[config.mk]
export PLATFORM = sky130hd
export DESIGN_NAME = spare_stat_strip
export DESIGN_NICKNAME = d
export VERILOG_FILES = /design/src/rtl/sss_pkg.sv /design/src/rtl/sss_seq.sv /design/src/rtl/sss_steer.sv /design/src/rtl/sss_stat_cap.sv /design/src/rtl/spare_stat_strip.sv
export SDC_FILE = /design/constraint.sdc
export NUM_CORES = 1
export LEC_CHECK = 0
export BUFFER_PORTS_ARGS = -buffer_cell sky130_fd_sc_hd__buf_2
export CORE_MARGIN = 2
export CORE_UTILIZATION = 47
export DETAILED_ROUTE_END_ITERATION = 12
export HOLD_SLACK_MARGIN = 0.08
export PLACE_DENSITY = 0.73
export SLEW_MARGIN = 5
export SYNTH_ARGS = -nofsm -noshare
export SYNTH_HDL_FRONTEND = slang
export SYNTH_SLANG_ARGS = --single-unit
[constraint.sdc]
create_clock -name clk -period 2.8 [get_ports clk]
set_input_delay 0.14 -clock clk [delete_from_list [all_inputs] [get_ports clk]]
set_output_delay 0.14 -clock clk [all_outputs]
set_load 0.1 [all_outputs]
[src/rtl/sss_pkg.sv]
// Shared definitions for the spare-area status byte stripper.
// Assumes every chunk's spare run is followed by a fixed-size status gap.
package sss_pkg;
    // number of inserted status bytes after each chunk's spare run
    localparam int GAP_LEN = 4;

    typedef enum logic {
        SEQ_IDLE = 1'b0,
        SEQ_RUN  = 1'b1
    } seq_state_e;
endpackage

[src/rtl/sss_seq.sv]
// Position sequencer: tracks the byte offset inside the current chunk
// (spare run followed by the status gap) and the chunk number. It also
// captures the configuration at start and raises err or done.
// Assumes byte_acc is high only while running and a byte is taken.
module sss_seq
    import sss_pkg::*;
#(
    parameter int SPARE_W = 8,
    parameter int CNT_W   = 4
) (
    input  logic               clk,
    input  logic               rst_n,
    input  logic               start,
    input  logic [SPARE_W-1:0] cfg_spare_sz,
    input  logic [CNT_W-1:0]   cfg_chunks,
    input  logic               byte_acc,
    output logic               running,
    output logic               data_phase,
    output logic               first_gap,
    output logic [CNT_W-1:0]   chunk_idx,
    output logic               err,
    output logic               done
);
    localparam int POS_W = SPARE_W + 1;

    seq_state_e         state_q;
    logic [SPARE_W-1:0] spare_q;
    logic [CNT_W-1:0]   chunks_q;
    logic [POS_W-1:0]   pos_q;
    logic [CNT_W-1:0]   chunk_q;
    logic               err_q;
    logic               done_q;

    logic [POS_W-1:0]   spare_ext;
    logic [POS_W-1:0]   gap_end;
    logic               last_gap;
    logic               last_chunk;
    logic               cfg_bad;

    // decode where the current position falls inside the chunk
    always_comb begin
        spare_ext  = {1'b0, spare_q};
        gap_end    = spare_ext + POS_W'(GAP_LEN - 1);
        data_phase = pos_q < spare_ext;
        first_gap  = pos_q == spare_ext;
        last_gap   = pos_q == gap_end;
        last_chunk = chunk_q == (chunks_q - CNT_W'(1));
        cfg_bad    = (cfg_spare_sz == '0) || (cfg_chunks == '0);
    end

    // state, configuration capture, counters and end-of-transfer pulse
    always_ff @(posedge clk) begin
        if (!rst_n) begin
            state_q  <= SEQ_IDLE;
            spare_q  <= '0;
            chunks_q <= '0;
            pos_q    <= '0;
            chunk_q  <= '0;
            err_q    <= 1'b0;
            done_q   <= 1'b0;
        end else begin
            done_q <= 1'b0;
            case (state_q)
                SEQ_IDLE: begin
                    if (start) begin
                        err_q <= cfg_bad;
                        if (!cfg_bad) begin
                            spare_q  <= cfg_spare_sz;
                            chunks_q <= cfg_chunks;
                            pos_q    <= '0;
                            chunk_q  <= '0;
                            state_q  <= SEQ_RUN;
                        end
                    end
                end
                SEQ_RUN: begin
                    if (byte_acc) begin
                        if (last_gap) begin
                            pos_q <= '0;
                            if (last_chunk) begin
                                done_q  <= 1'b1;
                                state_q <= SEQ_IDLE;
                            end else begin
                                chunk_q <= chunk_q + CNT_W'(1);
                            end
                        end else begin
                            pos_q <= pos_q + POS_W'(1);
                        end
                    end
                end
                default: state_q <= SEQ_IDLE;
            endcase
        end
    end

    assign running   = state_q == SEQ_RUN;
    assign chunk_idx = chunk_q;
    assign err       = err_q;
    assign done      = done_q;
endmodule

[src/rtl/sss_steer.sv]
// Handshake steering: in a data position the byte passes straight through
// and waits for the downstream; in a gap position it is always taken.
// Assumes running, data_phase come from the sequencer for the current byte.
module sss_steer (
    input  logic running,
    input  logic data_phase,
    input  logic in_valid,
    input  logic out_ready,
    output logic in_ready,
    output logic out_valid,
    output logic byte_acc
);
    // route ready and valid according to the byte's position
    always_comb begin
        out_valid = running && data_phase && in_valid;
        in_ready  = running && (data_phase ? out_ready : 1'b1);
        byte_acc  = in_valid && in_ready;
    end
endmodule

[src/rtl/sss_stat_cap.sv]
// Status capture: registers the first gap byte of each chunk with its chunk
// number and raises a one-cycle strobe in the following cycle.
// Assumes take is high for exactly one accepted byte per chunk.
module sss_stat_cap #(
    parameter int CNT_W = 4
) (
    input  logic             clk,
    input  logic             rst_n,
    input  logic             take,
    input  logic [7:0]       byte_in,
    input  logic [CNT_W-1:0] idx_in,
    output logic             stat_valid,
    output logic [7:0]       stat_byte,
    output logic [CNT_W-1:0] stat_idx
);
    // hold the last captured status and pulse the strobe
    always_ff @(posedge clk) begin
        if (!rst_n) begin
            stat_valid <= 1'b0;
            stat_byte  <= '0;
            stat_idx   <= '0;
        end else begin
            stat_valid <= take;
            if (take) begin
                stat_byte <= byte_in;
                stat_idx  <= idx_in;
            end
        end
    end
endmodule

[src/rtl/spare_stat_strip.sv]
// Top of the spare-area status byte stripper. It removes the status gap after
// each chunk of the incoming spare stream, forwards the spare bytes without
// gaps and reports the first gap byte of each chunk.
// Assumes cfg_* are stable while start is high.
module spare_stat_strip #(
    parameter int SPARE_W = 8,
    parameter int CNT_W   = 4
) (
    input  logic               clk,
    input  logic               rst_n,
    input  logic               start,
    input  logic [SPARE_W-1:0] cfg_spare_sz,
    input  logic [CNT_W-1:0]   cfg_chunks,
    input  logic               in_valid,
    input  logic [7:0]         in_data,
    output logic               in_ready,
    output logic               out_valid,
    output logic [7:0]         out_data,
    input  logic               out_ready,
    output logic               stat_valid,
    output logic [7:0]         stat_byte,
    output logic [CNT_W-1:0]   stat_idx,
    output logic               done,
    output logic               err
);
    logic             running;
    logic             data_phase;
    logic             first_gap;
    logic             byte_acc;
    logic [CNT_W-1:0] chunk_idx;

    sss_seq #(
        .SPARE_W (SPARE_W),
        .CNT_W   (CNT_W)
    ) u_seq (
        .clk          (clk),
        .rst_n        (rst_n),
        .start        (start),
        .cfg_spare_sz (cfg_spare_sz),
        .cfg_chunks   (cfg_chunks),
        .byte_acc     (byte_acc),
        .running      (running),
        .data_phase   (data_phase),
        .first_gap    (first_gap),
        .chunk_idx    (chunk_idx),
        .err          (err),
        .done         (done)
    );

    sss_steer u_steer (
        .running    (running),
        .data_phase (data_phase),
        .in_valid   (in_valid),
        .out_ready  (out_ready),
        .in_ready   (in_ready),
        .out_valid  (out_valid),
        .byte_acc   (byte_acc)
    );

    sss_stat_cap #(
        .CNT_W (CNT_W)
    ) u_cap (
        .clk        (clk),
        .rst_n      (rst_n),
        .take       (byte_acc && first_gap),
        .byte_in    (in_data),
        .idx_in     (chunk_idx),
        .stat_valid (stat_valid),
        .stat_byte  (stat_byte),
        .stat_idx   (stat_idx)
    );

    // data bytes pass through unchanged
    assign out_data = in_data;
endmodule

==> impl_metrics.tcl, run 1 <==
set metrics [dict create \
    synth_nets 345 \
    rsz0062_at_grt "no" \
    period_minus_slack_ns 2.55 \
    setup_tns_ns 0 \
    grt_max_degree 33 \
    ys_types 58 \
    clk_pin_slew_ns 0.08 \
    cp_slowest_stage_delay_ns 0.48 \
    final_common_cell "buf_2" \
    nets 385 \
    portBuffers 49 \
    critPathTopFamily "simple AND/OR/NAND/NOR gates" \
    syn_inst 308 \
    drtIter0Drc 244 \
    numCtsBuffers 5 \
    first_pass_iters 4 \
    globalplace.congestion 1.04 \
    root_buffer "clkbuf_8" \
    wl_um 6170 \
    hold_viol 0 \
    hold-path-cell-count 3 \
    cts_tree "yes" \
    crit_arrival_ns 2.78 \
    r2r-start "u_seq.spare_q[4]" \
    async_flop_share 0 \
    start_util 0.491 \
    worstPathCellList "inv_1 -> ha_1 -> nand3_1 -> o21bai_1 -> a211o_1 -> and3_1 -> or4_1 -> a22oi_1" \
    die-area_um2 6000 \
    dp_hpwl_um 4680 \
    fin_ws_ns 0.248 \
    htree_levels 2 \
    layout_common_cells "buf_2, nand2_1, dfxtp_1" \
    diodes 0 \
    cts_setup_buffers 0 \
    worstPathRequired_ns 3.02 \
    hold_start "cfg_chunks[3]" \
    ant_nets 0 \
    core_um2 5170 \
    relSlewSlack 0.348 \
    p_leak_uw 0.00119 \
    worst_clock_skew_ns 0.00694 \
    areaGrowthSynthToFinish_pct 14.7 \
    ys.flop_type "dfxtp_1" \
    slew_viol_final 0 \
    reg2reg_slack_ns 0.25 \
    grt_pass1_wl_um 10400 \
    power.density_nw_per_um2 473 \
    clock_path_buffers 2 \
    placementRows 26 \
    ff2ff_path_depth 8 \
    hold_class "in2reg" \
    wl_per_cell_um 14.7 \
    maxCapViolCount 0 \
    fmax_mhz 392 \
    die_y_um 77.5 \
    yosys_warnings 0 \
    io_pins 50 \
    finalSetupViolCount 0 \
    whs_endpoint "u_seq.chunks_q[3]" \
    routed_via_density 5.69 \
    drcViolationCount 0 \
    start_kind "flop" \
    tightest_slew_ns 0.976 \
    post-place-ws_ns 0.241 \
    critPathKind "reg2reg" \
    finalCritPeriodShare 0.911 \
    clk_latency_ns 0.30 \
    yosysSeqAreaShare 0.323 \
    overflow 0 \
    first_global_vias 2142 \
    path_buf_inv 1 \
    peakVddDrop_v 0.000305 \
    final_layout_size_suffix_gt1_frac 0.241 \
    holdWs_ns 0.0857 \
    die_w_um 77.5 \
    via_count 2385 \
    crit_fanout 12 \
    status "finished clean" \
    grt_util_all_layers 0.216 \
    clock-sinks 41 \
    syn_area_um2 2540 \
    critPathSlowestCell "or4_1" \
    crit_path_end_kind "flop" \
    regToRegEndpoint "u_seq.pos_q[6]" \
    synth_enable_flop_cells 0 \
    antenna_found_initial 0 \
    ys_seq_elements 41 \
    postSynthAreaPerCell_um2 8.24 \
]
state kept, by name, indices dropped and copies added, names as in the netlist:
signal and cells:
u_seq.pos_q 9, u_cap.stat_byte 8, u_seq.spare_q 8, u_cap.stat_idx 4, u_seq.chunk_idx 4, u_seq.chunks_q 4, u_cap.stat_valid 1, u_seq.done 1
u_seq.err 1, u_seq.running 1
routing by layer:
metal | track usage | wire [um]
met1 | 0.287 | 2720
met2 | 0.344 | 2900
met3 | 0.0453 | 397
met4 | 0.0821 | 144
met5 | 0 | 0
Yosys cell counts (3+ instances only):
cell       number  area share
a211o_1         4       0.014
a21oi_1        23       0.045
a311oi_1        5       0.017
a31oi_1         3      0.0074
and3_1          5       0.012
buf_2           6       0.012
buf_4           8       0.024
clkbuf_1       12       0.018
dfxtp_1        41        0.32
ha_1           12       0.059
inv_1           9       0.013
inv_2           4      0.0059
mux2i_1        12       0.047
nand2_1        40       0.059
nand3_1         8       0.016
nand4_1         5       0.012
nand4b_1        3       0.010
nor2_1         17       0.025
nor3_1          3      0.0059
nor4_1          5       0.012
o2111ai_1       3       0.010
o211ai_1        4       0.012
o21ai_0         4      0.0079
o21ai_1         4      0.0079
or3_1           7       0.017
or4_1           3      0.0089
xnor2_1         9       0.031
xor2_1          8       0.028
timing repair:
action                                  CTS  global route
endpoints found under the setup margin    0             1
endpoints found under the hold margin     0             0
gates resized for setup                   0             1
hold buffers                              0             0
through the flow:
stage / power, uW / cell area, um2 / utilization / std cells
after CTS: 1380 / 2910 / 0.562 / 419
after floorplan: 900 / 2540 / - / 308
final: 1380 / 2910 / 0.563 / 419
after global routing: 1440 / 2910 / 0.563 / 419
after global placement: 965 / 2810 / 0.544 / 411
after detailed placement: 971 / 2810 / 0.544 / 411
layout make-up:
class                      instances  area, um2
timing repair buffer              59        320
clock buffer                       6       82.6
inverter                          14       52.6
tap                               70       87.6
clock inverter                     2       13.8
fill                             474       2260
sequential                        41        822
multi-input combinational        227       1530
cell families after synthesis:
group / Yosys count / synth area share
AND/OR/NAND/NOR: 112 / 0.228
AO/OA/AOI/OAI: 73 / 0.200
flip-flops: 41 / 0.323
buffers and inverters: 40 / 0.0740
XOR/XNOR: 18 / 0.0676
multiplexers: 12 / 0.0473
adder cells (fa/ha/maj): 12 / 0.0592
worst reg2reg max path, stage by stage, from the launching register on:
cell      delay, ns
dfxtp_1        0.42
inv_1          0.07
ha_1           0.29
nand3_1        0.11
o21bai_1       0.20
a211o_1        0.45
and3_1         0.31
or4_1          0.48
a22oi_1        0.15
where the power goes:
group	internal (uW)	switching [uW]	leakage, uW	total [uW]
clock	200	217	0.0000512	416
combinational	101	241	0.000808	342
sequential	601	17.8	0.000333	619
worst max path at each step:
stage,endpoint,from,depth (start not counted),slack (ns)
3_3_place_gp,u_seq.pos_q[6],u_seq.spare_q[2],8,0.33
2_1_floorplan,in_ready,u_seq.spare_q[3],9,0.11
5_1_grt,u_seq.pos_q[6],u_seq.spare_q[1],8,0.07
3_5_place_dp,u_seq.pos_q[6],u_seq.spare_q[2],8,0.24
6_report,u_seq.pos_q[6],u_seq.spare_q[4],8,0.25
4_1_cts,u_seq.pos_q[6],u_seq.spare_q[2],8,0.22
Note: power is estimated with default switching activity, not from simulation.
==> run 2, diff against run 1 <==
- GPL_TIMING_DRIVEN: default -> 0
- SYNTH_HIERARCHICAL: default -> 1
==> run 2 against run 1 <==
  * The flow now finishes with violations (negative setup slack)
  * Register-to-register slack lost 0.33 ns
  * Setup slack lost 0.33 ns
  * Sequential cell count is the same
  * Synthesized area shrank 3.7%
  * Synthesized cell count shrank 8.8%
  * Cell area grew 11%
  * Maximum frequency shrank 11%
  * First-iteration DRC count shrank 62%
  * Wire length shrank 12%
  * Combinational power grew 15%
  * Critical path type unchanged
  * Critical endpoint is now u_cap/stat_byte[1]
  * Largest power group unchanged
  * Highest routed layer unchanged
==> impl_metrics.tcl, run 2 <==
set metrics [dict create \
    p_clk_frac 0.360 \
    crit_arrival_ns 3.07 \
    regMostFlops "u_seq/pos_q" \
    fin_ws_ns -0.0808 \
    yosys_warnings 6 \
    yosysSeqAreaShare 0.336 \
    largest_register_ffs 9 \
    drtIter0Drc 92 \
    die-area_um2 5790 \
    async_flop_share 0 \
    via_count 2205 \
    synth_top_area_frac 0.336 \
    slew_viol_final 0 \
    portBuffers 49 \
    ys_seq_elements 41 \
    start_kind "flop" \
    tightest_slew_ns 0.544 \
    wl_um 5440 \
    synth.most_common_cell "dfxtp_1" \
    peakVddDrop_v 0.000317 \
    synth_enable_flop_cells 0 \
    ff2ff_path_depth 17 \
    clk_pin_slew_ns 0.08 \
    synth_area_leader_cell "dfxtp_1" \
    worstPathRequired_ns 2.99 \
    areaGrowthSynthToFinish_pct 32.4 \
    io_pins 50 \
    relSlewSlack 0.638 \
    place_inst 400 \
    reg_top3 "u_seq/pos_q x9, u_cap/stat_byte x8, u_seq/spare_q x8" \
    maxCapViolCount 0 \
    dpl-instance-area_um2 2820 \
    final_common_cell "buf_2" \
    multiInputGateArea_um2 1540 \
    first_global_vias 2004 \
    cp-endpoint "u_cap/stat_byte[1]" \
    clock_path_buffers 2 \
    finalCritPeriodShare 1.03 \
    fillers 454 \
    synth_commonest_cells "dfxtp_1, nand2_1, nor2b_1" \
    crit_path_end_kind "flop" \
    period_minus_slack_ns 2.88 \
    fmax_mhz 347 \
    status "finished with violations" \
    start_util 0.481 \
    p_leak_uw 0.00131 \
    instances_no_fill 426 \
    die_y_um 76.1 \
    hold_class "in2reg" \
    stdcell_area_um2 3230 \
    startpoint "u_seq/spare_q[1]" \
    seq_area_um2 830 \
    syn_inst 281 \
    final_layout_size_suffix_gt1_frac 0.340 \
    htree_levels 2 \
    finalSetupViolCount 21 \
    violations "negative setup slack" \
    clk_latency_ns 0.29 \
    die_w_um 76.1 \
    synth_area_leaders "dfxtp_1, ha_1, mux2i_1" \
    overflow 0 \
    power_switching_uw 466 \
    grt_max_degree 15 \
    synth_nets 318 \
    globalplace.congestion 0.793 \
    cts_tree "yes" \
    layout_common_cells "buf_2, dfxtp_1, buf_4, nor2b_1, nand2_1" \
    drcViolationCount 0 \
    dp_hpwl_um 3760 \
    diodes 0 \
    numCtsBuffers 5 \
    worst_clock_skew_ns 0.00571 \
    critPathKind "reg2reg" \
    antenna_found_initial 0 \
    ys_types 49 \
    routed_via_density 5.18 \
    wl_per_cell_um 12.8 \
    first_pass_iters 4 \
    power.density_nw_per_um2 490 \
    r2r-start "u_seq/spare_q[1]" \
    hold_viol 0 \
    rsz0062_at_grt "yes" \
    core_um2 5070 \
    ys.flop_type "dfxtp_1" \
    crit_fanout 5 \
    switching_share 0.294 \
    ant_nets 0 \
    internal_power_uw 1120 \
    grt_util_all_layers 0.184 \
    postSynthAreaPerCell_um2 8.69 \
    seq_power_share 0.391 \
    syn_area_um2 2440 \
    clock-sinks 41 \
    root_buffer "clkbuf_8" \
    placementRows 26 \
    nets 392 \
    regToRegEndpoint "u_cap/stat_byte[1]" \
    grt_pass1_wl_um 8840 \
    power_frac_comb 0.249 \
    reg2reg_slack_ns -0.08 \
]
==> run 2: final cells by class <==
cell class / count / area share
multi-input cells: 202 / 0.476
flip-flops and latches: 41 / 0.257
repair buffers: 66 / 0.132
plain buffers: 22 / 0.0457
well taps: 70 / 0.0271
clock buffers: 5 / 0.0213
clock inverters: 3 / 0.0213
inverters: 17 / 0.0205
==> run 2: cells by family (layout without fill, tap and decap cells) <==
kind of cell             Yosys count  in the layout  synth area share
XOR/XNOR                          26             26            0.0932
adder cells (fa/ha/maj)           12             12            0.0615
AO/OA/AOI/OAI                     39             39             0.118
multiplexers                      15             15            0.0615
AND/OR/NAND/NOR                  109            110             0.246
buffers and inverters             39            113            0.0840
flip-flops                        41             41             0.336
==> run 2: per-layer routing <==
metal / routed length, um / track usage
met5: 0 / 0
met2: 2540 / 0.304
met1: 2530 / 0.233
met3: 301 / 0.0415
met4: 69 / 0.0727
==> run 2: critical path: stages (launching register included) <==
cell       delay [ns]
dfxtp_4          0.37
inv_4            0.04
ha_4             0.20
nor2b_4          0.12
o21a_1           0.17
o21a_1           0.16
o21a_1           0.17
o21ai_2          0.12
a21oi_2          0.08
a2111oi_4        0.35
a21oi_4          0.12
buf_4            0.15
buf_6            0.10
and2_4           0.14
buf_6            0.12
buf_12           0.13
mux2i_1          0.16
nor2b_1          0.06
==> run 2: worst min-delay path by stage <==
stage                    start            endpoint  slack [ns]  depth (start not counted)
2_1_floorplan            rst_n  u_cap/stat_byte[5]        0.27                          1
3_3_place_gp     cfg_chunks[1]   u_seq/chunks_q[1]        0.41                          3
3_5_place_dp   cfg_spare_sz[2]    u_seq/spare_q[2]        0.42                          3
4_1_cts        cfg_spare_sz[2]    u_seq/spare_q[2]        0.09                          3
5_1_grt        cfg_spare_sz[3]    u_seq/spare_q[3]        0.11                          3
6_report       cfg_spare_sz[2]    u_seq/spare_q[2]         0.1                          3
==> run 2: through the flow <==
step / setup TNS, ns / utilization / setup WS (ns) / hold slack (ns) / power, uW
2_1_floorplan: -0.290 / - / -0.0825 / 0.268 / 899
3_3_place_gp: -4.50 / 0.556 / -0.457 / 0.412 / 962
3_5_place_dp: -4.64 / 0.556 / -0.461 / 0.416 / 966
4_1_cts: -0.441 / 0.608 / -0.0859 / 0.0895 / 1570
5_1_grt: -4.38 / 0.637 / -0.233 / 0.107 / 1660
6_report: -1.06 / 0.637 / -0.0808 / 0.0984 / 1580
==> run 2: what timing repair did <==
| action | CTS | global route |
|---|---|---|
| pin swaps | 6 | 12 |
| cloned | 0 | 2 |
| hold buffers | 0 | 0 |
| gates resized for setup | 16 | 16 |
| endpoints found under the setup margin | 24 | 26 |
| buffers inserted | 10 | 7 |
==> run 2: power groups by stage <==
stage	logic, uW	clock network [uW]	registers, uW
detailed placement	331	0	635
CTS	364	585	620
finish	394	570	620
global placement	327	0	635
global route	425	610	623
floorplan	239	0	660
